$ cat src/rtl/l1win_pkg.sv
package l1win_pkg;
    typedef struct packed {
        logic [31:0] addr;
        logic        remapped;
        logic        in_window;
    } xlate_res_t;

    localparam int ADDR_W   = 32;
    localparam int WIN_LSB  = 20;
    localparam int NIB_LSB  = 28;
endpackage

$ cat src/rtl/l1win_regs.sv
module l1win_regs #(
    parameter int N_WIN   = 8,
    parameter int ENTRY_W = 14,
    parameter int FB_W    = 6,
    parameter int REG_AW  = 3
) (
    input  logic                          clk,
    input  logic                          rst_n,
    input  logic                          we,
    input  logic [REG_AW-1:0]             wr_idx,
    input  logic [31:0]                   wdata,
    input  logic [REG_AW-1:0]             rd_idx,
    output logic [31:0]                   rdata,
    output logic [N_WIN-1:0][ENTRY_W-1:0] win_tbl,
    output logic [FB_W-1:0]               fb_lo,
    output logic [FB_W-1:0]               fb_hi
);
    localparam int N_PAIR    = N_WIN / 2;
    localparam int ODD_LSB   = 16;
    localparam int FBHI_LSB  = 8;
    localparam logic [REG_AW-1:0] FB_IDX = REG_AW'(N_PAIR);

    logic unused_wdata;
    assign unused_wdata = ^wdata;

    for (genvar p = 0; p < N_PAIR; p++) begin : g_pair
        always_ff @(posedge clk or negedge rst_n) begin
            if (!rst_n) begin
                win_tbl[2*p]   <= '0;
                win_tbl[2*p+1] <= '0;
            end else if (we && wr_idx == REG_AW'(p)) begin
                win_tbl[2*p]   <= wdata[ENTRY_W-1:0];
                win_tbl[2*p+1] <= wdata[ODD_LSB +: ENTRY_W];
            end
        end
    end

    always_ff @(posedge clk or negedge rst_n) begin
        if (!rst_n) begin
            fb_lo <= '0;
            fb_hi <= '0;
        end else if (we && wr_idx == FB_IDX) begin
            fb_lo <= wdata[FB_W-1:0];
            fb_hi <= wdata[FBHI_LSB +: FB_W];
        end
    end

    always_comb begin
        rdata = '0;
        for (int p = 0; p < N_PAIR; p++) begin
            if (rd_idx == REG_AW'(p)) begin
                rdata[ENTRY_W-1:0]          = win_tbl[2*p];
                rdata[ODD_LSB +: ENTRY_W]   = win_tbl[2*p+1];
            end
        end
        if (rd_idx == FB_IDX) begin
            rdata[FB_W-1:0]        = fb_lo;
            rdata[FBHI_LSB +: FB_W] = fb_hi;
        end
    end
endmodule

$ cat src/rtl/l1win_xlate.sv
module l1win_xlate
    import l1win_pkg::*;
#(
    parameter int          N_WIN     = 8,
    parameter int          ENTRY_W   = 14,
    parameter int          FB_W      = 6,
    parameter logic [11:0] WIN_BASE  = 12'h400,
    parameter logic [31:0] WIN_BYTES = 32'h0040_0000
) (
    input  logic [31:0]                   addr,
    input  logic [N_WIN-1:0][ENTRY_W-1:0] win_tbl,
    input  logic [FB_W-1:0]               fb_lo,
    input  logic [FB_W-1:0]               fb_hi,
    output xlate_res_t                    res
);
    localparam int TOP_W = ADDR_W - WIN_LSB;
    localparam int NIB_W = ADDR_W - NIB_LSB;

    logic [N_WIN-1:0] hit;
    logic             unused_fields;
    assign unused_fields = ^{win_tbl, fb_lo, fb_hi};

    for (genvar i = 0; i < N_WIN; i++) begin : g_match
        localparam logic [TOP_W-1:0] SLOT = TOP_W'(WIN_BASE + 12'(i));
        assign hit[i] = (addr[ADDR_W-1:WIN_LSB] == SLOT);
    end

    always_comb begin
        res.addr      = addr;
        res.remapped  = 1'b0;
        res.in_window = ({{NIB_W{1'b0}}, addr[NIB_LSB-1:0]} < WIN_BYTES);
        if (|hit) begin
            res.remapped = 1'b1;
            for (int i = 0; i < N_WIN; i++) begin
                if (hit[i]) res.addr[ADDR_W-1:WIN_LSB] = win_tbl[i][TOP_W-1:0];
            end
        end else if (addr[ADDR_W-1:NIB_LSB] == NIB_W'(0)) begin
            res.remapped = 1'b1;
            res.addr[ADDR_W-1:NIB_LSB] = fb_lo[NIB_W-1:0];
        end else if (addr[ADDR_W-1:NIB_LSB] == NIB_W'(1)) begin
            res.remapped = 1'b1;
            res.addr[ADDR_W-1:NIB_LSB] = fb_hi[NIB_W-1:0];
        end
    end
endmodule

$ cat src/rtl/l1win_remap.sv
module l1win_remap
    import l1win_pkg::*;
#(
    parameter int          N_WIN     = 8,
    parameter int          ENTRY_W   = 14,
    parameter int          FB_W      = 6,
    parameter logic [11:0] WIN_BASE  = 12'h400,
    parameter logic [31:0] WIN_BYTES = 32'h0040_0000,
    localparam int         REG_AW    = $clog2(N_WIN / 2 + 1)
) (
    input  logic              clk,
    input  logic              rst_n,
    input  logic              reg_we,
    input  logic [REG_AW-1:0] reg_wr_idx,
    input  logic [31:0]       reg_wdata,
    input  logic [REG_AW-1:0] reg_rd_idx,
    output logic [31:0]       reg_rdata,
    input  logic              in_valid,
    input  logic [31:0]       in_addr,
    output logic              out_valid,
    output logic [31:0]       out_addr,
    output logic              out_remapped,
    output logic              out_in_window
);
    logic [N_WIN-1:0][ENTRY_W-1:0] win_tbl;
    logic [FB_W-1:0]               fb_lo;
    logic [FB_W-1:0]               fb_hi;
    xlate_res_t                    comb_res;

    l1win_regs #(
        .N_WIN(N_WIN), .ENTRY_W(ENTRY_W), .FB_W(FB_W), .REG_AW(REG_AW)
    ) u_regs (
        .clk(clk), .rst_n(rst_n), .we(reg_we), .wr_idx(reg_wr_idx),
        .wdata(reg_wdata), .rd_idx(reg_rd_idx), .rdata(reg_rdata),
        .win_tbl(win_tbl), .fb_lo(fb_lo), .fb_hi(fb_hi)
    );

    l1win_xlate #(
        .N_WIN(N_WIN), .ENTRY_W(ENTRY_W), .FB_W(FB_W),
        .WIN_BASE(WIN_BASE), .WIN_BYTES(WIN_BYTES)
    ) u_xlate (
        .addr(in_addr), .win_tbl(win_tbl), .fb_lo(fb_lo), .fb_hi(fb_hi),
        .res(comb_res)
    );

    always_ff @(posedge clk or negedge rst_n) begin
        if (!rst_n) begin
            out_valid     <= 1'b0;
            out_addr      <= '0;
            out_remapped  <= 1'b0;
            out_in_window <= 1'b0;
        end else begin
            out_valid <= in_valid;
            if (in_valid) begin
                out_addr      <= comb_res.addr;
                out_remapped  <= comb_res.remapped;
                out_in_window <= comb_res.in_window;
            end
        end
    end
endmodule

$ cat config.mk
export PLATFORM = sky130hd
export DESIGN_NAME = l1win_remap
export DESIGN_NICKNAME = d
export VERILOG_FILES = /design/src/rtl/l1win_pkg.sv /design/src/rtl/l1win_regs.sv /design/src/rtl/l1win_xlate.sv /design/src/rtl/l1win_remap.sv
export SDC_FILE = /design/constraint.sdc
export NUM_CORES = 1
export LEC_CHECK = 0
export ABC_CLOCK_PERIOD_IN_PS = 4850
export BUFFER_PORTS_ARGS = -buffer_cell sky130_fd_sc_hd__buf_4
export CORE_UTILIZATION = 55
export CTS_BUF_LIST = sky130_fd_sc_hd__clkbuf_8
export CTS_CLUSTER_SIZE = 28
export DETAILED_ROUTE_END_ITERATION = 7
export GPL_TIMING_DRIVEN = 0
export PLACE_DENSITY = 0.84
export RECOVER_POWER = 50
export SYNTH_ARGS = -nofsm -noshare
export SYNTH_HDL_FRONTEND = slang
export SYNTH_HIERARCHICAL = 1
export SYNTH_SLANG_ARGS = --single-unit
$ cat constraint.sdc
create_clock -name clk -period 4.85 [get_ports clk]
set_input_delay 0.485 -clock clk [delete_from_list [all_inputs] [get_ports clk]]
set_output_delay 0.485 -clock clk [all_outputs]
set_load 0.02 [all_outputs]
==> run metrics <==
Antenna Cells=0; Yosys reg bits=roughly 160; RSZ-0062 raised after global routing=false; total power divided by cell area=roughly 380 nW/um^2; outcome=finished with violations; GRT Resource Usage Total=between 30% and 40%; vias in the first global route=6,529; worst stage delay on the critical path=between 500 and 600 ps; YS warnings=6; Max-slew headroom=-48.6%; Placement Cell Area=9950 um^2; Hold WS=-0.938 ps; Max Fclk=~380 MHz; H-tree depth=4; floorplan row count=45; crit-path most repeated cell=buf_4; hpwl dp=approximately 18 mm; WL/cell=about 25 um; maximum vdd ir drop=0.000254 V; core box area=between 15,000 and 20,000 um^2; Fin. Hold Viols=1; # Post-CTS Setup Buffers=0; vias per inst=between 6 and 7; register clock-pin slew on the reported worst setup and hold paths=roughly 90 ps; P&R area growth vs syn=16.0%; setup slack after layout=roughly 2200 ps; clock skew=roughly 11 ps; Worst Hold Class=input port to asynchronous set/reset pin; CTS Hold Bufs=0; initial antenna violation count=0; fillers=1,160; global route total overflow=0; top_reg_cell synth=dfrtp_1; Netlist cell types=56; die area=between 15,000 and 20,000 um^2; PostCTS Resize Cnt=0; routability cong.=0.979; IO buf count=109; EDFF count, synth=0; cell taking the most area after synthesis=dfrtp_1; Initial Util=around 57%; largest net degree at the start of global routing=93; nature of the critical path endpoint=output pin; Synth area leaders=dfrtp_1 45%, mux2_4 15%, mux2_2 8.6%, mux4_2 4.9%, mux2i_1 3.4%; I/O Pins=around 140; WP buf/inv=4; Post-Place Setup Slack=2340 ps; failing checks=hold timing, capacitance limit, slew limit; CTS Root Cell=clkbuf_8; Avg Cell Area, Syn=about 13 um^2; Setup TNS=0 ps; post-synth top area share=45.1%; Syn Std Cell Area=between 8000 and 9000 um^2; LEAKAGE=between 4 and 5 nW; period utilisation layout=between 50% and 60%; DR vias=around 6,300; Synth async-reset ratio=between 90% and 100%; Slew @ Worst Pin=roughly 2200 ps; CTS Buf Count=17; crit-path cells=buf_4 -> buf_2 -> nor2b_1 -> clkbuf_1 -> nand3_1 -> o221ai_1 -> buf_4; CTS tree=yes; critical path class=input port to output pin; slowest CP cell=clkbuf_1; worst path required time=between 4000 and 5000 ps; Finished Cell Area=10,200 um^2; DRT iter0 DRCs=about 680; sequential fraction of the synthesis area=roughly 45%; CTS sink count=159; critical path peak fanout=10; Max Root-Sink Buffers=2; Clk Latency, worst-skew pair=about 460 ps; final setup vio count=0; Antenna Nets Post-Route=0; DR pass1 iterations=5; Die Height=about 130 um; critical path launch point type=input port; Final Critical Period=approximately 2600 ps; DR DRC count=0; share of cells above drive strength 1=46.1%; Routed WL=approximately 25 mm; Worst EP arrival=~2100 ps; cell family with most CP delay=buffers and inverters; max-slew violation count=93; Cells after Synth=~660; Final nets=861; max-cap violations=1; Horiz. Die Dim=129 um; first-pass GRT wire length=38.5 mm
[per-layer routing]
layer | vias to the layer above | track usage (%) | wire length, um | part of all wire (%)
met1 | 3103 | 41.2 | 9710 | 39
met2 | 428 | 49.7 | 11700 | 47
li1 | 2671 | - | - | -
met3 | 83 | 8.48 | 2570 | 10
met4 | 0 | 16.1 | 1080 | 4.3
met5 | - | 0 | 0 | 0
[logic make-up (layout without fill, tap and decap cells)]
kind of cell	after synthesis	count (layout)	synth area share, %
other cells	1	4	0.0425
compound gates	119	119	9.06
simple gates	86	86	5.80
mux	210	210	32.6
buf+inv	80	221	7.35
flops	159	159	45.1
[final cells by class]
| cell class | count | area (um^2) | area share (%) |
|---|---|---|---|
| Timing Repair Buffer | 110 | 820 | 8.01 |
| Tap cell | 211 | 264 | 2.58 |
| Multi-Input combinational cell | 419 | 4140 | 40.4 |
| Buffer | 74 | 582 | 5.69 |
| Sequential cell | 159 | 3980 | 38.9 |
| Clock buffer | 19 | 262 | 2.56 |
| Inverter | 6 | 22.5 | 0.220 |
| Clock inverter | 12 | 168 | 1.64 |
[cell usage in the layout (no fill, tap or decap), types with 4 or more instances in the layout]
cell,Yosys,final
inv_1,4,6
a221o_1,5,5
nor2_1,14,14
buf_2,17,17
conb_1,1,4
dfrtp_1,159,159
a22oi_1,14,14
mux4_2,19,19
mux2i_1,30,30
mux2_2,67,67
mux2_1,4,21
o221ai_1,12,12
buf_12,9,7
buf_4,34,139
nor3_1,7,8
clkbuf_8,0,19
o21ai_1,7,7
clkbuf_1,7,13
o21ai_0,17,17
nand2_1,8,8
bufinv_16,0,4
a31oi_1,6,6
buf_6,7,7
mux2_4,90,73
nor2b_1,23,23
a21oi_1,35,35
nand3_1,18,18
a22o_1,5,5
[synthesized netlist by cell type, types with 6 or more instances]
library cell,instances
mux2i_1,30
buf_12,9
buf_4,34
a22oi_1,14
nor2_1,14
dfrtp_1,159
o221ai_1,12
mux2_4,90
buf_6,7
buf_2,17
nand2_1,8
nand3_1,18
mux2_2,67
nor2b_1,23
o21ai_0,17
a31oi_1,6
clkbuf_1,7
mux4_2,19
a21oi_1,35
nor3_1,7
o21ai_1,7
[worst paths after layout]
| kind | start | end | slack, ps | cells after the start |
|---|---|---|---|---|
| setup / recovery | reg_rd_idx[2] | reg_rdata[3] | 2230 | 7 |
| hold / removal | rst_n | out_addr[12] | -0.9 | 1 |
| setup reg to reg | u_regs/win_tbl[0] | out_addr[20] | 3090 | 6 |
| hold reg to reg | out_addr[9] | out_addr[9] | 490 | 1 |
| max in group asynchronous | rst_n | u_regs/win_tbl[15] | 2260 | 2 |
| min in group clk | in_valid | out_valid | 160 | 1 |
[where the power goes]
group | leakage, nW | total, W | internal [W] | switching (W)
clock network | 0.224 | 0.00108 | 0.000581 | 0.000497
logic | 2.50 | 0.000988 | 0.000561 | 0.000426
registers | 1.90 | 0.00182 | 0.00158 | 0.000236
total | 4.62 | 0.00388 | 0.00273 | 0.00116
[sequential cells by signal, summed over array words and instances, names as in the netlist]
name / flops
out_addr: 32
out_in_window: 1
out_remapped: 1
out_valid: 1
u_regs/fb_hi: 6
u_regs/fb_lo: 6
u_regs/win_tbl: 112
[through the flow]
step	std cells	hold slack [ps]	power, W	util, %
after CTS	1010	23.6	0.00391	67.3
after floorplan	658	189	0.00245	-
after detailed placement	979	495	0.00284	64.5
final	1010	-0.938	0.00388	66.3
after global placement	978	484	0.00278	64.3
after global routing	1010	35.3	0.00405	66.3
(Power assumes the default switching activity.)
